`src/rtl/i2c_ir_pkg.sv`:
```
package i2c_ir_pkg;

  localparam int unsigned REG_AW = 3;
  localparam int unsigned REG_DW = 8;

  localparam logic [REG_AW-1:0] LOC_DR0 = 3'd0;
  localparam logic [REG_AW-1:0] LOC_DR1 = 3'd1;
  localparam logic [REG_AW-1:0] LOC_DR2 = 3'd2;
  localparam logic [REG_AW-1:0] LOC_CAR = 3'd6;
  localparam logic [REG_AW-1:0] LOC_ACR = 3'd7;

  typedef enum logic [2:0] {
    ST_IDLE,
    ST_ADDR,
    ST_INSTR,
    ST_DATA,
    ST_SKIP
  } xfer_state_e;

  typedef struct packed {
    logic              valid;
    logic              rd;
    logic [REG_AW-1:0] addr;
  } step_t;

  function automatic step_t mk_step(input logic rd, input logic [REG_AW-1:0] addr);
    step_t s;
    s.valid = 1'b1;
    s.rd    = rd;
    s.addr  = addr;
    return s;
  endfunction

  // Control pair prefix used by several sequences: ACR first, then CAR.
  function automatic logic [REG_AW-1:0] pair_loc(input logic [2:0] lo);
    return (lo == 3'd0) ? LOC_ACR : LOC_CAR;
  endfunction

  // Returns the step at position idx of the sequence picked by {rw, sel}.
  function automatic step_t seq_lookup(input logic rw, input logic [2:0] sel,
                                       input logic [REG_AW-1:0] a, input logic [3:0] idx);
    step_t    s;
    logic [2:0] lo;
    lo = idx[2:0];
    s  = '0;
    if (idx < 4'd8) begin
      case ({rw, sel})
        4'b0000: if (idx == 4'd0) s = mk_step(1'b0, a);
        4'b0001: if (idx < 4'd2) s = mk_step(1'b0, pair_loc(lo));
        4'b0010: if (idx < 4'd2) s = mk_step(1'b0, (lo == 3'd0) ? LOC_CAR : LOC_DR0);
        4'b0011: if (idx < 4'd3) s = mk_step(1'b0, (lo < 3'd2) ? pair_loc(lo) : LOC_DR0);
        4'b0100: if (idx < 4'd4) s = mk_step(1'b0, (lo < 3'd2) ? pair_loc(lo) : 3'd3 - lo);
        4'b0101: if (idx < 4'd5) s = mk_step(1'b0, (lo < 3'd2) ? pair_loc(lo) : 3'd4 - lo);
        4'b0110: s = mk_step(1'b0, 3'd7 - lo);
        4'b0111: if (idx < 4'd3) s = mk_step(1'b0, 3'd2 - lo);
        4'b1000: if (idx == 4'd0) s = mk_step(1'b1, a);
        4'b1001: if (idx < 4'd2) s = mk_step(1'b0, pair_loc(lo));
        4'b1010: if (idx < 4'd2) s = (lo == 3'd0) ? mk_step(1'b0, LOC_CAR) : mk_step(1'b1, LOC_DR0);
        4'b1011: if (idx < 4'd3) s = (lo < 3'd2) ? mk_step(1'b0, pair_loc(lo)) : mk_step(1'b1, LOC_DR0);
        4'b1100: if (idx < 4'd4) s = (lo < 3'd2) ? mk_step(1'b0, pair_loc(lo)) : mk_step(1'b1, lo - 3'd2);
        4'b1101: if (idx < 4'd5) s = (lo < 3'd2) ? mk_step(1'b0, pair_loc(lo)) : mk_step(1'b1, lo - 3'd2);
        4'b1110: s = mk_step(1'b1, lo);
        default: if (idx < 4'd3) s = mk_step(1'b1, lo);
      endcase
    end
    return s;
  endfunction

endpackage

```
`src/rtl/i2c_line_sync.sv`:
```
module i2c_line_sync #(
  parameter int unsigned STAGES = 2
) (
  input  logic clk,
  input  logic rst_n,
  input  logic scl_i,
  input  logic sda_i,
  output logic scl_s,
  output logic sda_s,
  output logic scl_rise,
  output logic scl_fall,
  output logic start_det,
  output logic stop_det
);

  logic [STAGES-1:0] scl_ff;
  logic [STAGES-1:0] sda_ff;
  logic              scl_q;
  logic              sda_q;

  for (genvar g = 0; g < STAGES; g++) begin : g_stage
    always_ff @(posedge clk or negedge rst_n) begin
      if (!rst_n) begin
        scl_ff[g] <= 1'b1;
        sda_ff[g] <= 1'b1;
      end else if (g == 0) begin
        scl_ff[g] <= scl_i;
        sda_ff[g] <= sda_i;
      end else begin
        scl_ff[g] <= scl_ff[(g == 0) ? 0 : g-1];
        sda_ff[g] <= sda_ff[(g == 0) ? 0 : g-1];
      end
    end
  end

  assign scl_s = scl_ff[STAGES-1];
  assign sda_s = sda_ff[STAGES-1];

  always_ff @(posedge clk or negedge rst_n) begin
    if (!rst_n) begin
      scl_q <= 1'b1;
      sda_q <= 1'b1;
    end else begin
      scl_q <= scl_s;
      sda_q <= sda_s;
    end
  end

  assign scl_rise  = ~scl_q & scl_s;
  assign scl_fall  = scl_q & ~scl_s;
  assign start_det = scl_q & scl_s & sda_q & ~sda_s;
  assign stop_det  = scl_q & scl_s & ~sda_q & sda_s;

endmodule

```
`src/rtl/ir_regfile.sv`:
```
module ir_regfile #(
  parameter int unsigned AW = 3,
  parameter int unsigned DW = 8
) (
  input  logic          clk,
  input  logic          rst_n,
  input  logic          wr_en,
  input  logic [AW-1:0] wr_addr,
  input  logic [DW-1:0] wr_data,
  input  logic [AW-1:0] rd_addr,
  output logic [DW-1:0] rd_data
);

  localparam int unsigned DEPTH = 1 << AW;

  logic [DW-1:0] mem [DEPTH];

  for (genvar i = 0; i < DEPTH; i++) begin : g_loc
    always_ff @(posedge clk or negedge rst_n) begin
      if (!rst_n) mem[i] <= '0;
      else if (wr_en && (wr_addr == AW'(i))) mem[i] <= wr_data;
    end
  end

  assign rd_data = mem[rd_addr];

endmodule

```
`src/rtl/i2c_instr_target.sv`:
```
module i2c_instr_target
  import i2c_ir_pkg::*;
#(
  parameter logic [7:0]  DEV_ID      = 8'h20,
  parameter int unsigned SYNC_STAGES = 2
) (
  input  logic clk,
  input  logic rst_n,
  input  logic scl_i,
  input  logic sda_i,
  output logic sda_oe
);

  localparam logic [3:0] BIT_LAST = 4'd7;
  localparam logic [3:0] ACK_CLK  = 4'd8;
  localparam logic [3:0] ACK_END  = 4'd9;

  logic scl_s, sda_s, scl_rise, scl_fall, start_det, stop_det;

  i2c_line_sync #(.STAGES(SYNC_STAGES)) u_sync (
    .clk(clk), .rst_n(rst_n), .scl_i(scl_i), .sda_i(sda_i),
    .scl_s(scl_s), .sda_s(sda_s), .scl_rise(scl_rise), .scl_fall(scl_fall),
    .start_det(start_det), .stop_det(stop_det)
  );

  xfer_state_e       state;
  logic [3:0]        cnt;
  logic [3:0]        step;
  logic [7:0]        sh;
  logic              drive;
  logic              byte_rd;
  logic              nack;
  logic              wr_en;
  logic [REG_AW-1:0] cur_addr;
  logic              ins_rw;
  logic [2:0]        ins_sel;
  logic [REG_AW-1:0] ins_a;
  logic [7:0]        rx_byte;
  logic [3:0]        nxt_idx;
  step_t             entry;
  logic [REG_DW-1:0] rd_data;
  logic              active;

  assign rx_byte = {sh[6:0], sda_s};
  assign active  = (state == ST_ADDR) || (state == ST_INSTR) || (state == ST_DATA);
  assign nxt_idx = (state == ST_DATA) ? step + 4'd1 : 4'd0;
  assign entry   = seq_lookup(ins_rw, ins_sel, ins_a, nxt_idx);

  ir_regfile #(.AW(REG_AW), .DW(REG_DW)) u_regs (
    .clk(clk), .rst_n(rst_n), .wr_en(wr_en), .wr_addr(cur_addr), .wr_data(sh),
    .rd_addr(entry.addr), .rd_data(rd_data)
  );

  always_ff @(posedge clk or negedge rst_n) begin
    if (!rst_n) begin
      state    <= ST_IDLE;
      cnt      <= '0;
      step     <= '0;
      sh       <= '0;
      drive    <= 1'b0;
      byte_rd  <= 1'b0;
      nack     <= 1'b0;
      wr_en    <= 1'b0;
      cur_addr <= '0;
      ins_rw   <= 1'b0;
      ins_sel  <= '0;
      ins_a    <= '0;
    end else begin
      wr_en <= 1'b0;
      if (start_det) begin
        state   <= ST_ADDR;
        cnt     <= '0;
        step    <= '0;
        drive   <= 1'b0;
        byte_rd <= 1'b0;
        nack    <= 1'b0;
      end else if (stop_det) begin
        state <= ST_IDLE;
        cnt   <= '0;
        drive <= 1'b0;
      end else if (active) begin
        if (scl_rise) begin
          if (cnt < ACK_CLK) begin
            cnt <= cnt + 4'd1;
            if (!byte_rd) begin
              sh <= rx_byte;
              if (cnt == BIT_LAST) begin
                case (state)
                  ST_ADDR:  if (rx_byte[7:1] != DEV_ID[7:1]) state <= ST_IDLE;
                  ST_INSTR: begin
                    ins_rw  <= rx_byte[7];
                    ins_sel <= rx_byte[5:3];
                    ins_a   <= rx_byte[2:0];
                  end
                  default:  wr_en <= 1'b1;
                endcase
              end
            end
          end else if (cnt == ACK_CLK) begin
            cnt  <= ACK_END;
            nack <= byte_rd & sda_s;
          end
        end else if (scl_fall) begin
          if (byte_rd && (cnt >= 4'd1) && (cnt <= BIT_LAST)) begin
            drive <= ~sh[6];
            sh    <= {sh[6:0], 1'b0};
          end else if (cnt == ACK_CLK) begin
            drive <= ~byte_rd;
          end else if (cnt == ACK_END) begin
            cnt   <= '0;
            drive <= 1'b0;
            nack  <= 1'b0;
            if (state == ST_ADDR) begin
              state   <= ST_INSTR;
              byte_rd <= 1'b0;
            end else if (((state == ST_DATA) && nack) || !entry.valid) begin
              state <= ST_SKIP;
            end else begin
              state    <= ST_DATA;
              step     <= nxt_idx;
              byte_rd  <= entry.rd;
              cur_addr <= entry.addr;
              if (entry.rd) begin
                sh    <= rd_data;
                drive <= ~rd_data[7];
              end
            end
          end
        end
      end
    end
  end

  assign sda_oe = drive;

endmodule

```
`config.mk`:
```
export PLATFORM = sky130hd
export DESIGN_NAME = i2c_instr_target
export DESIGN_NICKNAME = d
export VERILOG_FILES = /design/src/rtl/i2c_ir_pkg.sv /design/src/rtl/i2c_line_sync.sv /design/src/rtl/ir_regfile.sv /design/src/rtl/i2c_instr_target.sv
export SDC_FILE = /design/constraint.sdc
export NUM_CORES = 1
export LEC_CHECK = 0
export CORE_ASPECT_RATIO = 0.9
export CORE_MARGIN = 1.5
export CORE_UTILIZATION = 35
export CTS_CLUSTER_DIAMETER = 40
export DETAILED_ROUTE_END_ITERATION = 6
export DONT_BUFFER_PORTS = 1
export PLACE_DENSITY = 0.56
export SYNTH_ARGS = -nofsm -noshare
export SYNTH_HDL_FRONTEND = slang
export SYNTH_HIERARCHICAL = 1
export SYNTH_SLANG_ARGS = --single-unit
```
`constraint.sdc`:
```
create_clock -name clk -period 5.26 [get_ports clk]
set_input_delay 1.052 -clock clk [delete_from_list [all_inputs] [get_ports clk]]
set_output_delay 1.052 -clock clk [all_outputs]
set_load 0.005 [all_outputs]
```
# --- After elaboration in Yosys (flattened, before gate mapping) ---
# Cells that the tools add are included.
word_totals:
  output_inout_bits: 1
  reg_bits: 103
  word_cells: 273
  inputBits: 4
op_classes:
  n_bitwise: 23
  addsub: 7
  reduce_logical: 43
  muxes: 111
  n_lt_le_gt_ge: 10
  eq_ne: 53
op_table:
  columns: ["cell", "n"]
  rows:
  - ["two-way mux 4 bit", 24]
  - ["two-way mux 8 bit", 12]
  - ["two-way mux 5 bit", 14]
  - ["one-hot mux 5 bit (14 select lines)", 1]
  - ["two-way mux 3 bit", 19]
  - ["two-way mux 1 bit", 40]
  - ["equality test 4 bit (second input constant)", 9]
  - ["binary-select mux 8 bit (select 3 bit)", 1]
  - ["AND reduction 8 bit", 3]
  - ["equality test 4 x 3 -> 1 bit (second input constant)", 5]
  - ["AND reduction 10 bit", 2]
  - ["nonzero test 3 bit", 6]
  - ["inequality test 4 x 1 -> 1 bit (second input constant)", 4]
  - ["inequality test 3 bit (second input constant)", 5]
  - ["inverter 1 bit", 14]
  - ["equality test 3 x 2 -> 1 bit (second input constant)", 4]
  - ["equality test 3 bit (second input constant)", 4]
  - ["inequality test 2 bit (second input constant)", 6]
  - ["inequality test 4 bit (second input constant)", 3]
  - ["logical AND 1 bit", 11]
  - ["AND reduction 11 bit", 1]
  - ["AND reduction 9 bit", 1]
  - ["adder 4 x 1 -> 4 bit (second input constant)", 2]
  - ["bitwise AND 1 bit", 8]
  - ["other kinds (29)", 48]

# --- Logic depth before layout (Yosys ltp) ---
logic_depth:
  depth_word: 24
  depth_mapped: 19
  ltp_nobuf: 16

# --- Hierarchy ---
# Netlist, hierarchy kept.
modules_own_cells:
  columns: ["module", "area_each_um2", "seq_area_each_um2", "n_inst", "cells_per_inst"]
  rows:
  - ["ir_regfile", 2992.9, 1601.5, 1, 172]
  - ["i2c_instr_target", 2542.4, 825.8, 1, 287]
  - ["i2c_line_sync", 190.2, 157.7, 1, 10]

# --- Worst setup path before layout ---
# Ideal clock, no wire load.
synth_path:
  kind: "register to register"
  startpoint: "reg state[2]"
  endpoint: "reg drive (netlist: sda_oe)"
  path_buffers: 3
  setup_ps: 111
  slack_ps: 873
  period_less_slack_ps: 4387
  arrival_ps: 4276
  t_required_ps: 5149
  stages_incl_launch_ff: 20
  cell_sequence: "dfrtp_1 -> nand3b_1 -> clkbuf_1 -> nor2_1 -> inv_1 -> ha_1 -> or2_2 -> a21bo_2 -> nand4_1 -> a31oi_1 -> a221oi_1 -> o21ai_0 -> nor2b_1 -> buf_6 -> buf_12 -> mux4_1 -> mux2_2 -> nand2b_1 -> o311a_1 -> a2111oi_2"
synth_rtl:
  columns: ["element", "line", "rtl"]
  rows:
  - ["from (decl)", "i2c_instr_target.sv:26", "xfer_state_e state;"]
  - ["from (signal assigned)", "i2c_instr_target.sv:56", "state <= ST_IDLE;"]
  - ["from (signal assigned)", "i2c_instr_target.sv:71", "state <= ST_ADDR;"]
  - ["from (signal assigned)", "i2c_instr_target.sv:78", "state <= ST_IDLE;"]
  - ["to (signal assigned)", "i2c_instr_target.sv:105", "drive <= ~sh[6];"]
  - ["to (signal assigned)", "i2c_instr_target.sv:108", "drive <= ~byte_rd;"]
  - ["to (signal assigned)", "i2c_instr_target.sv:125", "drive <= ~rd_data[7];"]
  - ["to (decl)", "i2c_instr_target.sv:30", "logic drive;"]

==> out/summary.txt <==
CP delay by family, top: simple AND/OR/NAND/NOR gates
Starting density of the core: 35.6%
Worst Max-Slew Pin Slew: 1150 ps
Detail Placement HPWL: 9160 um
Critical-path top delay cell: nor2b_2
Post-DR wirelength/cell: 20.0 um
# H-tree levels: 3
Lkg Pwr: 2.83 nW
Final setup fails: 0
Diodes inserted: 0
Ys flop type: dfrtp_1
Async SR Flop Fraction: 100%
Power per cell area: 282 mW/mm^2
Nets: 485
RePlAce Congestion: 0.912
RSZ-0062 raised after global routing: no
Final clock skew: 9.68 ps
Mapped Cells: 469
Worst endpoint required time: 5510 ps
CP Max Fanout: 16
Worst Setup SP: step[0]
Global-route total usage across every layer: 17.2%
CTS tree: yes
DR pass1 iterations: 5
Final Worst Setup Slack: 337 ps
Synth Cell Area: 0.00573 sq mm
Site Rows: 44
Post-layout util: 39.2%
DRT antenna net count: 0
Syn_area_per_cell: 12.2 sq um
Max clock buf depth: 2
Mapped Nets: 483
Grt ovf: 0
Yosys top cell by area: dfrtp_1
Antenna violations before repair: 0
Clk sinks: 103
Crit path buf inv count: 0
Core area: 0.0161 sq mm
Crit path DAT: 5170 ps
# resized after CTS: 0
Vias per Instance: 5.77
Main area contributors after synthesis: dfrtp_1 42%, mux2_2 16%, mux4_1 6.9%
R2r startpoint: step[0]
Clk_lat worst skew: 350 ps
Register bit total from synthesis: 103
Worst hold path class: flop to flop
Worst path cell trace: ha_1, nand4b_1, ha_1, nor2b_1, o21bai_1, nand4_1, a31oi_1, a221oi_1, o21ai_0, nor2b_2, mux4_1, mux2_2, nand2b_1, o311a_1, a2111oi_2
Post-CTS Hold Buffers: 0
Period utilization: 93.6%
Largest net degree at the start of global routing: 104
Chip height: 124 um
Ports: 5
CP max stage delay: 940 ps
Fmax: 203 MHz
Worst Setup End Kind: flop
Die W: 138 um
CP dominant cell by count: ha_1
Synthesis Warnings: 6
Rel. slew slack: 22.9%
Number of synthesized flops with an enable pin: 0
Via total after detailed routing: 3,941
IO Port Bufs: 0
Number of global-route vias before repair: 4,031
Yosys cell types: 69
Area Overhead vs Synth: 10.2%
Max Cap Viol: 0
Hold_sp: u_sync/scl_ff[0]
TritonCTS Buffers: 9
Proportion of netlist area held by the largest area contributor: 42.4%
Hold Fails Final Rpt: 0
Post-CTS Setup Inserts: 0
# DRC: 0
Outcome: complete, no violations
Total Wirelength: 13,700 um
Die ar.: 0.0171 sq mm
Place WS: 348 ps
VDD IR max: 140 uV
Non-Filler Instances: 683
First-pass GRT wire length: 22,600 um
Kind of critical path: flop to flop
Launching element type of the critical path: flop
Max Slew Vio Count: 0
Root buffer cell: clkbuf_16
Seq/Total Area, Yosys: 45.1%
Placed cell count: 667
Layout cells sized above 1: 28.6%
Crit path time final: 4920 ps
TNS Setup: 0 ps
Iter 0 DRT Violations: 272
Reg clk slew, reported paths: 80 ps
-- per-layer routing --
| layer | global-route usage (%) | wire, um | vias to the layer above |
|---|---|---|---|
| li1 | - | - | 1803 |
| met1 | 24.4 | 6640 | 2046 |
| met2 | 26.6 | 6360 | 71 |
| met3 | 3.22 | 444 | 21 |
| met4 | 4.84 | 238 | 0 |
| met5 | 0 | 0 | - |
-- stage by stage --
step                hold slack [ps]  total power, W  area [sq um]
floorplan                       345         0.00100          5730
global placement                346         0.00107          5990
detailed placement              347         0.00108          5990
CTS                             354         0.00179          6310
global route                    362         0.00186          6310
finish                          356         0.00178          6310
-- synth_stat cells (3+ instances only) --
cell,instances
a211o_1,3
a211oi_1,5
a21o_1,4
a21oi_1,17
a2bb2oi_1,8
a31oi_1,6
and2_1,3
buf_2,10
clkbuf_1,9
dfrtp_1,97
dfstp_2,6
ha_1,10
inv_1,14
mux2_2,82
mux2i_1,4
mux4_1,15
nand2_1,15
nand2b_1,16
nand3_1,6
nand4_1,5
nand4b_1,5
nor2_1,18
nor2b_1,7
nor3_1,7
nor3b_1,3
nor4bb_1,3
o21ai_0,22
o22ai_1,4
o31ai_1,3
o41ai_1,7
-- sequential cells by signal, summed over array words and instances (netlist names), 3 cells and up --
| register | count |
|---|---|
| u_regs/mem | 64 |
| sh | 8 |
| cnt | 4 |
| step | 4 |
| cur_addr | 3 |
| ins_a | 3 |
| ins_sel | 3 |
| state | 3 |
-- layout make-up --
| cell class | count | area [sq um] |
|---|---|---|
| Timing Repair Buffer | 14 | 105 |
| Sequential cell | 103 | 2580 |
| Clock buffer | 9 | 225 |
| Clock inverter | 7 | 93.8 |
| Tap cell | 207 | 259 |
| Fill cell | 1565 | 9770 |
| Inverter | 14 | 52.6 |
| Multi-Input combinational cell | 329 | 2990 |
-- layout by cell type, fill, tap and decap left out, drive strengths merged, types with 3 or more instances in the layout --
cell     instances
a21o             5
clkinv           4
ha              10
mux4            16
a21oi           18
nor2b            7
inv             16
nor4bb           3
o41ai            7
o31ai            3
and2             3
clkbuf           9
mux2i            4
nand2           15
nor4b            3
nor3             7
nor2            18
nor3b            3
a211o            3
dfrtp           97
o21ai           25
nand4b           5
mux2            82
nand2b          16
nand4            5
nand3            6
a2bb2oi          8
dfstp            6
a31oi            6
buf             14
a211oi           5
o22ai            4
-- logic make-up after synthesis --
| kind of cell | synth area share [%] |
|---|---|
| buffers and inverters | 3.12 |
| DFF | 45.1 |
| and+or+nand+nor | 11.6 |
| AOI/OAI and AO/OA | 13.3 |
| adders and majority gates | 2.19 |
| xor gates and xnor gates | 0.612 |
| muxes | 24.1 |
-- power by group --
group | switching [W] | internal [W] | leakage, nW
Combinational | 0.0000476 | 0.0000627 | 1.28
Clock | 0.000335 | 0.000381 | 0.156
Sequential | 0.000122 | 0.000831 | 1.40
-- worst paths after layout --
check,endpoint,slack (ps),depth (start not counted)
setup / recovery,sda_oe,340,15
hold / removal,u_sync/scl_s,360,0
max in group asynchronous,u_sync/scl_ff[0],4650,0
setup reg to reg,sda_oe,340,15
hold reg to reg,u_sync/scl_s,360,0
min in group asynchronous,cnt[0],380,0
No activity file was read; power rests on OpenSTA's default activity.
